[config.mk]
export PLATFORM = sky130hd
export DESIGN_NAME = tvc_ctrl
export DESIGN_NICKNAME = d
export VERILOG_FILES = /design/src/rtl/tvc_pkg.sv /design/src/rtl/tvc_poly.sv /design/src/rtl/tvc_ramp.sv /design/src/rtl/tvc_ctrl.sv
export SDC_FILE = /design/constraint.sdc
export NUM_CORES = 2
export LEC_CHECK = 0
export ABC_CLOCK_PERIOD_IN_PS = 19100
export BUFFER_PORTS_ARGS = -buffer_cell sky130_fd_sc_hd__buf_2
export CAP_MARGIN = 30
export CORE_UTILIZATION = 25
export CTS_BUF_LIST = sky130_fd_sc_hd__clkbuf_4
export CTS_CLUSTER_DIAMETER = 100
export DETAILED_ROUTE_END_ITERATION = 10
export GPL_TIMING_DRIVEN = 0
export HOLD_SLACK_MARGIN = 0.02
export PLACE_DENSITY = 0.47
export REMOVE_ABC_BUFFERS = 1
export SYNTH_ARGS = -nofsm -noshare
export SYNTH_HDL_FRONTEND = slang
export SYNTH_HIERARCHICAL = 1
export SYNTH_SLANG_ARGS = --single-unit
[constraint.sdc]
create_clock -name pclk -period 19.1 [get_ports pclk]
set_input_delay 0.955 -clock pclk [delete_from_list [all_inputs] [get_ports pclk]]
set_output_delay 0.955 -clock pclk [all_outputs]
set_load 0.01 [all_outputs]
[src/rtl/tvc_pkg.sv]
package tvc_pkg;
   typedef enum logic [2:0] {
      ST_IDLE, ST_EVAL, ST_CMP1, ST_LOSS, ST_CMP2, ST_RAMP, ST_DONE
   } tvc_state_t;

   localparam logic [7:0] OFF_CTRL   = 8'h00;
   localparam logic [7:0] OFF_STAT   = 8'h04;
   localparam logic [7:0] OFF_TEMP   = 8'h08;
   localparam logic [7:0] OFF_ISC    = 8'h0C;
   localparam logic [7:0] OFF_VCUR   = 8'h10;
   localparam logic [7:0] OFF_VCMD   = 8'h14;
   localparam logic [7:0] OFF_MARGIN = 8'h18;
   localparam logic [7:0] OFF_POLY   = 8'h1C;
   localparam logic [7:0] OFF_SA     = 8'h2C;
   localparam logic [7:0] OFF_SB     = 8'h30;
   localparam logic [7:0] OFF_SG     = 8'h34;
   localparam logic [7:0] OFF_LK     = 8'h38;
endpackage

[src/rtl/tvc_poly.sv]
module tvc_poly #(
   parameter int TW   = 8,
   parameter int CW   = 16,
   parameter int VW   = 5,
   parameter int FRAC = 6,
   parameter int VMIN = 8,
   parameter int VMAX = 14
) (
   input  logic                 clk,
   input  logic                 rst_n,
   input  logic                 go,
   input  logic signed [TW-1:0] t,
   input  logic signed [CW-1:0] coef [4],
   output logic                 vld,
   output logic [VW-1:0]        code
);
   localparam int ACC_W = CW + 3*TW + 2;
   localparam logic signed [ACC_W-1:0] V_LO = ACC_W'(VMIN);
   localparam logic signed [ACC_W-1:0] V_HI = ACC_W'(VMAX);
   localparam logic signed [ACC_W-1:0] RND  = ACC_W'((2**FRAC) - 1);

   logic signed [ACC_W-1:0] acc;
   logic signed [ACC_W-1:0] rnd;
   logic [1:0]              idx;
   logic                    run;

   always_ff @(posedge clk or negedge rst_n) begin
      if (!rst_n) begin
         acc <= '0;
         idx <= '0;
         run <= 1'b0;
         vld <= 1'b0;
      end else begin
         vld <= 1'b0;
         if (go) begin
            acc <= ACC_W'(coef[3]);
            idx <= 2'd3;
            run <= 1'b1;
         end else if (run) begin
            acc <= acc * ACC_W'(t) + ACC_W'(coef[idx - 2'd1]);
            idx <= idx - 2'd1;
            if (idx == 2'd1) begin
               run <= 1'b0;
               vld <= 1'b1;
            end
         end
      end
   end

   // round up towards the safe side, then clamp to the legal code range
   always_comb begin
      rnd = (acc + RND) >>> FRAC;
      if (rnd < V_LO)      code = VW'(VMIN);
      else if (rnd > V_HI) code = VW'(VMAX);
      else                 code = rnd[VW-1:0];
   end
endmodule

[src/rtl/tvc_ramp.sv]
module tvc_ramp #(
   parameter int VW   = 5,
   parameter int VRST = 14,
   parameter int HOLD = 4
) (
   input  logic          clk,
   input  logic          rst_n,
   input  logic          go,
   input  logic [VW-1:0] cur,
   input  logic [VW-1:0] tgt,
   input  logic [VW-1:0] margin,
   output logic [VW-1:0] cmd,
   output logic          fin
);
   logic [VW-1:0] tgt_q;
   logic          act;
   logic          step_en;
   logic [VW:0]   parked;

   assign parked = {1'b0, tgt} + {1'b0, margin};
   assign fin    = act && (cmd == tgt_q);

   generate
      if (HOLD <= 1) begin : g_fast
         assign step_en = act;
      end else begin : g_hold
         localparam int HW = $clog2(HOLD);
         logic [HW-1:0] hc;
         always_ff @(posedge clk or negedge rst_n) begin
            if (!rst_n)                hc <= '0;
            else if (go || step_en)    hc <= '0;
            else if (act)              hc <= hc + 1'b1;
         end
         assign step_en = act && (hc == HW'(HOLD - 1));
      end
   endgenerate

   always_ff @(posedge clk or negedge rst_n) begin
      if (!rst_n) begin
         cmd   <= VW'(VRST);
         tgt_q <= VW'(VRST);
         act   <= 1'b0;
      end else if (go) begin
         tgt_q <= tgt;
         act   <= 1'b1;
         if (tgt >= cur)                cmd <= tgt;
         else if (parked > {1'b0, cur}) cmd <= cur;
         else                           cmd <= parked[VW-1:0];
      end else if (fin) begin
         act <= 1'b0;
      end else if (step_en) begin
         cmd <= cmd - 1'b1;
      end
   end
endmodule

[src/rtl/tvc_ctrl.sv]
module tvc_ctrl #(
   parameter int AW   = 8,
   parameter int DW   = 32,
   parameter int TW   = 8,
   parameter int CW   = 16,
   parameter int IW   = 8,
   parameter int VW   = 5,
   parameter int FRAC = 6,
   parameter int VMIN = 8,
   parameter int VMAX = 14,
   parameter int TMIN = -40,
   parameter int TMAX = 80,
   parameter int HOLD = 4
) (
   input  logic          pclk,
   input  logic          presetn,
   input  logic          psel,
   input  logic          penable,
   input  logic          pwrite,
   input  logic [AW-1:0] paddr,
   input  logic [DW-1:0] pwdata,
   output logic [DW-1:0] prdata,
   output logic          pready,
   output logic [VW-1:0] vdd_cmd,
   output logic          irq
);
   import tvc_pkg::*;

   localparam int SW = CW + IW + VW + 4;
   localparam logic signed [TW-1:0] T_LO = TW'(TMIN);
   localparam logic signed [TW-1:0] T_HI = TW'(TMAX);

   generate
      if (VMAX >= 2**VW)       begin : g_bad_vw   $error("VMAX does not fit VW"); end
      if (VMIN > VMAX)         begin : g_bad_vr   $error("VMIN above VMAX"); end
      if (FRAC >= CW)          begin : g_bad_fr   $error("FRAC too wide"); end
      if (TMAX >= 2**(TW-1))   begin : g_bad_tw   $error("TMAX does not fit TW"); end
      if (TMIN >= TMAX)        begin : g_bad_tr   $error("empty temperature range"); end
      if (AW < 8 || DW < CW)   begin : g_bad_bus  $error("bus too narrow"); end
   endgenerate

   tvc_state_t state;
   logic signed [TW-1:0] temp_r, t_q, t_cl;
   logic [IW-1:0]        isc_r;
   logic [VW-1:0]        vcur_r, margin_r, cand_q, tgt_q, poly_code;
   logic signed [CW-1:0] pc [4];
   logic signed [CW-1:0] sa_r, sb_r, sg_r;
   logic [CW-1:0]        lk_r;
   logic                 ie_r, done_r, sw_r, go_q, poly_vld, ramp_fin;
   logic                 wr, start_w, busy;
   logic signed [SW-1:0] sav_cand, sav_cur, loss_q, vc_s, vp_s;

   assign pready  = 1'b1;
   assign wr      = psel && penable && pwrite;
   assign busy    = (state != ST_IDLE);
   assign start_w = wr && (paddr == AW'(OFF_CTRL)) && pwdata[0] && !busy;
   assign irq     = done_r && ie_r;
   assign t_cl    = (temp_r < T_LO) ? T_LO : ((temp_r > T_HI) ? T_HI : temp_r);

   always_ff @(posedge pclk or negedge presetn) begin
      if (!presetn) begin
         temp_r <= '0; isc_r <= '0; vcur_r <= VW'(VMAX); margin_r <= '0;
         sa_r <= '0; sb_r <= '0; sg_r <= '0; lk_r <= '0; ie_r <= 1'b0;
         for (int i = 0; i < 4; i++) pc[i] <= '0;
      end else if (wr) begin
         case (paddr)
            AW'(OFF_CTRL):   ie_r     <= pwdata[1];
            AW'(OFF_TEMP):   temp_r   <= pwdata[TW-1:0];
            AW'(OFF_ISC):    isc_r    <= pwdata[IW-1:0];
            AW'(OFF_VCUR):   vcur_r   <= pwdata[VW-1:0];
            AW'(OFF_MARGIN): margin_r <= pwdata[VW-1:0];
            AW'(OFF_SA):     sa_r     <= pwdata[CW-1:0];
            AW'(OFF_SB):     sb_r     <= pwdata[CW-1:0];
            AW'(OFF_SG):     sg_r     <= pwdata[CW-1:0];
            AW'(OFF_LK):     lk_r     <= pwdata[CW-1:0];
            default: begin
               for (int i = 0; i < 4; i++)
                  if (paddr == AW'(OFF_POLY + 8'(4*i))) pc[i] <= pwdata[CW-1:0];
            end
         endcase
      end
   end

   always_comb begin
      prdata = '0;
      if (psel) begin
         case (paddr)
            AW'(OFF_CTRL):   prdata = DW'({ie_r, 1'b0});
            AW'(OFF_STAT):   prdata = DW'({sw_r, done_r, busy});
            AW'(OFF_TEMP):   prdata = DW'({temp_r});
            AW'(OFF_ISC):    prdata = DW'(isc_r);
            AW'(OFF_VCUR):   prdata = DW'(vcur_r);
            AW'(OFF_VCMD):   prdata = DW'(vdd_cmd);
            AW'(OFF_MARGIN): prdata = DW'(margin_r);
            AW'(OFF_SA):     prdata = DW'({sa_r});
            AW'(OFF_SB):     prdata = DW'({sb_r});
            AW'(OFF_SG):     prdata = DW'({sg_r});
            AW'(OFF_LK):     prdata = DW'(lk_r);
            default: begin
               for (int i = 0; i < 4; i++)
                  if (paddr == AW'(OFF_POLY + 8'(4*i))) prdata = DW'({pc[i]});
            end
         endcase
      end
   end

   // linear saving model at the candidate and at the present code
   always_comb begin
      vc_s     = SW'(cand_q);
      vp_s     = SW'(vcur_r);
      sav_cand = SW'(sa_r) + SW'(sb_r) * SW'(t_q) - SW'(sg_r) * vc_s;
      sav_cur  = SW'(sa_r) + SW'(sb_r) * SW'(t_q) - SW'(sg_r) * vp_s;
   end

   always_ff @(posedge pclk or negedge presetn) begin
      if (!presetn) begin
         state <= ST_IDLE; t_q <= '0; cand_q <= '0; tgt_q <= '0; loss_q <= '0;
         done_r <= 1'b0; sw_r <= 1'b0; go_q <= 1'b0;
      end else begin
         go_q <= 1'b0;
         if (wr && (paddr == AW'(OFF_STAT))) done_r <= 1'b0;
         case (state)
            ST_IDLE: if (start_w) begin t_q <= t_cl; state <= ST_EVAL; end
            ST_EVAL: if (poly_vld) begin cand_q <= poly_code; state <= ST_CMP1; end
            ST_CMP1: begin
               if (cand_q > vcur_r) begin
                  tgt_q <= cand_q; sw_r <= 1'b1; go_q <= 1'b1; state <= ST_RAMP;
               end else if ((cand_q < vcur_r) && (sav_cand > sav_cur)) begin
                  state <= ST_LOSS;
               end else begin
                  tgt_q <= vcur_r; sw_r <= 1'b0; go_q <= 1'b1; state <= ST_RAMP;
               end
            end
            ST_LOSS: begin
               loss_q <= SW'(lk_r) * SW'(isc_r) * vc_s;
               state  <= ST_CMP2;
            end
            ST_CMP2: begin
               sw_r  <= (sav_cand - loss_q > sav_cur);
               tgt_q <= (sav_cand - loss_q > sav_cur) ? cand_q : vcur_r;
               go_q  <= 1'b1;
               state <= ST_RAMP;
            end
            ST_RAMP: if (ramp_fin) state <= ST_DONE;
            ST_DONE: begin done_r <= 1'b1; state <= ST_IDLE; end
            default: state <= ST_IDLE;
         endcase
      end
   end

   tvc_poly #(.TW(TW), .CW(CW), .VW(VW), .FRAC(FRAC), .VMIN(VMIN), .VMAX(VMAX)) u_poly (
      .clk(pclk), .rst_n(presetn), .go(start_w), .t(t_q), .coef(pc),
      .vld(poly_vld), .code(poly_code));

   tvc_ramp #(.VW(VW), .VRST(VMAX), .HOLD(HOLD)) u_ramp (
      .clk(pclk), .rst_n(presetn), .go(go_q), .cur(vcur_r), .tgt(tgt_q),
      .margin(margin_r), .cmd(vdd_cmd), .fin(ramp_fin));
endmodule

==> results.cfg <==
[status]
result_of_the_run = finished clean

[timing]
timing.fmax_ghz = 0.0697
finalHoldViolCount = 0
post-route-period-util = 0.751
final.setup_skew_ns = 0.0691
worst_slew_pin_slew_ns = 1.03
timing.slew.headroom = 0.313
slew_viol_final = 0
final-setup-viol-count = 0
fin_ws_ns = 4.75
finalCriticalPeriod_ns = 14.35
setup_repair_after_global_routing_missed_its_margin = no
tns_ns = 0

[synth]
yosys.area_share.xor_xnor = 0.0359
ys_dominant_reg_cell = sky130_fd_sc_hd__dfrtp_1
yosysSeqAreaShare = 0.142
synthSimpleGateAreaFrac = 0.167
postSynthCellCount = 5073
synth.area.mux_share = 0.0573
synth_top_family_by_area = adder cells
synth_compound_area_frac = 0.111
number_of_enable_type_register_cells_in_the_synthesized_netlist = 0
synth-seq-cells = 267
synth_cell_type_count = 111
synth.yosys.warnings = 6
synth_fa_ha_area_frac = 0.409
synth.avg_cell_area_um2 = 9.27
synthArstFlopShare = 1.00
syn_area_mm2 = 0.0470

[placement]
dp.final_hpwl_um = 110000
place_congestion = 0.837
placed_area_mm2 = 0.0499
portBuffers = 50
place_ws_ns = 4.71

[power]
power.leakage_nw = 25.0
vdd.ir_drop.worst_uv = 43.3
power.density_mw_per_mm2 = 46.5

[critical_path]
cp.required_ns = 19.78
cpMostUsedCell = sky130_fd_sc_hd__fa_1
crit_path_start_kind = register
critical_path.slowest_cell = sky130_fd_sc_hd__dfrtp_1
rr_endpoint = tgt_q[1]
cp.arrival_ns = 15.03
worst_r2r_path_depth = 45
reg2reg_setup_slack_ns = 4.75
endpoint_kind = register
cpPeakStageDelay_ns = 0.93
worstSetupPathType = reg2reg
regToRegStartpoint = t_q[7]
cp_max_fo = 13

[global_route]
gr-total-overflow = 0
grt_first_pass_wirelength_um = 218000
vias_in_the_first_global_route = 37900
grt_max_degree = 115
grt_antenna_before_repair = 11
globalRouteTotalUtil = 0.145

[clocking]
clkTransAtPathRegs_ns = 0.05
clock_sinks = 267
insertion_delay_ns = 0.86
tritoncts = yes
cts-htree-levels = 3
clock_root_buffer = sky130_fd_sc_hd__clkbuf_4
cts-root-to-sink-buffers = 3
post-cts-setup-buffers = 0
cts_made_buffers = 77

[worst_hold_path]
hold_depth = 2
hp-class = reg2reg
hold_path_startpoint = loss_q[13]
worst_hold_path.endpoint = loss_q[13]

[routing]
antenna_left = 0
finalWirelength_um = 136000
via_per_inst = 4.70
remaining_drc_errors = 0
detail_route.wl_per_cell_um = 18.1
routed-via-count = 35400
initialDrtViolationCount = 1769
number_of_detailed_route_iterations_in_the_first_pass = 6

[floorplan]
initial_core_util = 0.253
rows = 158
boundaryPins = 84
die_w_um = 436
floorplan.die_area_mm2 = 0.190
core_region_area_mm2 = 0.186
floorplan.die.height_um = 436

[flow_run]
cap_viol_max_count = 0

[layout]
drive_above_1_share = 0.0987
post-route-cell-area_mm2 = 0.0511
layout-area-overhead-vs-synth_pct = 8.53
fin_nets = 6156
[placed cells by master, fill, tap and decap left out, drive strengths merged, types with 16 or more instances in the layout]
cell / Yosys / routed
mux2i: 27 / 27
clkbuf: 222 / 117
fa: 683 / 683
a22oi: 46 / 46
buf: 43 / 83
conb: 4 / 19
a21o: 79 / 79
nand2b: 43 / 43
nor2: 215 / 215
mux4: 16 / 16
a211oi: 22 / 22
o21ai: 157 / 157
ha: 444 / 444
mux2: 183 / 183
a22o: 21 / 21
a31oi: 33 / 33
and2: 467 / 467
a21boi: 17 / 17
nor2b: 33 / 33
nand4: 27 / 27
nand2: 530 / 530
nor3: 50 / 50
o211ai: 28 / 28
dfrtp: 258 / 258
a221oi: 20 / 20
clkinv: 2 / 19
xnor2: 128 / 128
a21oi: 215 / 215
inv: 652 / 653
nand3: 67 / 67
or3: 17 / 17
xor2: 65 / 65
and3: 27 / 27
o21a: 35 / 35
[registers in the layout, indices dropped and copies added (netlist names), 8 cells and up]
signal / count
sb_r: 16
u_poly/acc: 42
sa_r: 16
pc: 64
temp_r: 8
lk_r: 16
loss_q: 29
sg_r: 16
isc_r: 8
t_q: 8
[cells in the mapped netlist, types with 23 or more instances]
| master | instances | share of area |
|---|---|---|
| sky130_fd_sc_hd__fa_1 | 683 | 0.29 |
| sky130_fd_sc_hd__inv_1 | 652 | 0.052 |
| sky130_fd_sc_hd__nand2_1 | 529 | 0.042 |
| sky130_fd_sc_hd__and2_1 | 459 | 0.061 |
| sky130_fd_sc_hd__ha_1 | 444 | 0.12 |
| sky130_fd_sc_hd__dfrtp_1 | 258 | 0.14 |
| sky130_fd_sc_hd__clkbuf_1 | 221 | 0.018 |
| sky130_fd_sc_hd__a21oi_1 | 213 | 0.023 |
| sky130_fd_sc_hd__nor2_1 | 212 | 0.017 |
| sky130_fd_sc_hd__mux2_2 | 182 | 0.044 |
| sky130_fd_sc_hd__o21ai_0 | 149 | 0.016 |
| sky130_fd_sc_hd__xnor2_1 | 128 | 0.024 |
| sky130_fd_sc_hd__a21o_1 | 78 | 0.012 |
| sky130_fd_sc_hd__nand3_1 | 67 | 0.0071 |
| sky130_fd_sc_hd__xor2_1 | 65 | 0.012 |
| sky130_fd_sc_hd__nor3_1 | 47 | 0.0050 |
| sky130_fd_sc_hd__a22oi_1 | 46 | 0.0073 |
| sky130_fd_sc_hd__nand2b_1 | 43 | 0.0057 |
| sky130_fd_sc_hd__o21a_1 | 35 | 0.0056 |
| sky130_fd_sc_hd__a31oi_1 | 33 | 0.0044 |
| sky130_fd_sc_hd__nor2b_1 | 32 | 0.0043 |
| sky130_fd_sc_hd__mux2i_1 | 27 | 0.0057 |
| sky130_fd_sc_hd__and3_1 | 26 | 0.0035 |
| sky130_fd_sc_hd__o211ai_1 | 26 | 0.0041 |
| sky130_fd_sc_hd__nand4_1 | 25 | 0.0033 |
| sky130_fd_sc_hd__buf_4 | 23 | 0.0037 |
[critical path, delay by kind of cell, from the launching register on]
kind | cells | cell delay (ns)
AOI/OAI and AO/OA | 16 | 4.07
and+or+nand+nor | 9 | 1.53
adders and majority gates | 12 | 5.41
muxes | 2 | 0.68
xor gates and xnor gates | 3 | 0.87
buffers and inverters | 3 | 0.63
DFF | 1 | 0.93
[repair_timing]
action | CTS | global route
gates resized for setup | 0 | 0
hold buffers | 1 | 0
hold endpoints to repair | 48 | 0
[cell type report]
type                    instances  area (µm²)
multi-input cells            3900       36800
well taps                    2480        3100
clock buffers                 117         878
repair buffers                 84         887
inverters                     654        2450
fillers                     20000      135000
flip-flops and latches        267        6710
clock inverters                22         196
diodes                          6        15.0
[power breakdown]
group / internal (mW) / switching, mW / total [mW]
Sequential: 0.592 / 0.0552 / 0.648
Clock: 0.333 / 0.265 / 0.598
Combinational: 0.471 / 0.656 / 1.13
[how the worst max path moves through the flow]
stage	to	start	slack [ns]	depth (start not counted)
finish	tgt_q[1]	t_q[7]	4.75	45
CTS	tgt_q[1]	t_q[7]	4.58	44
global route	tgt_q[1]	t_q[7]	3.97	44
floorplan	tgt_q[3]	t_q[1]	7.07	46
global placement	tgt_q[1]	t_q[1]	3.97	45
detailed placement	tgt_q[1]	t_q[7]	4.71	44
[logic make-up (layout without fill, tap and decap cells)]
kind of cell / count (synthesis) / after routing
AOI/OAI and AO/OA: 787 / 787
xor gates and xnor gates: 193 / 193
adders and majority gates: 1127 / 1127
buffers and inverters: 921 / 877
DFF: 267 / 267
muxes: 226 / 226
other: 4 / 25
and+or+nand+nor: 1548 / 1548
[layer usage]
layer	GRT usage	vias up	wire (µm)	share of wire
li1	-	16500	-	-
met1	0.193	18100	62300	0.46
met2	0.246	586	65800	0.48
met3	0.0198	163	5150	0.038
met4	0.0371	12	2590	0.019
met5	0	-	81	0.00060
[metrics by stage]
stage / hold slack, ns / std cells / utilization / power, mW
final: 0.478 / 7530 / 0.274 / 2.37
after detailed placement: 0.470 / 7382 / 0.268 / 1.78
after CTS: 0.354 / 7522 / 0.274 / 2.41
after floorplan: 0.449 / 4821 / - / 1.46
after global routing: 0.417 / 7527 / 0.274 / 2.57
after global placement: 0.466 / 7351 / 0.265 / 1.77
No activity file was read; power rests on OpenSTA's default activity.
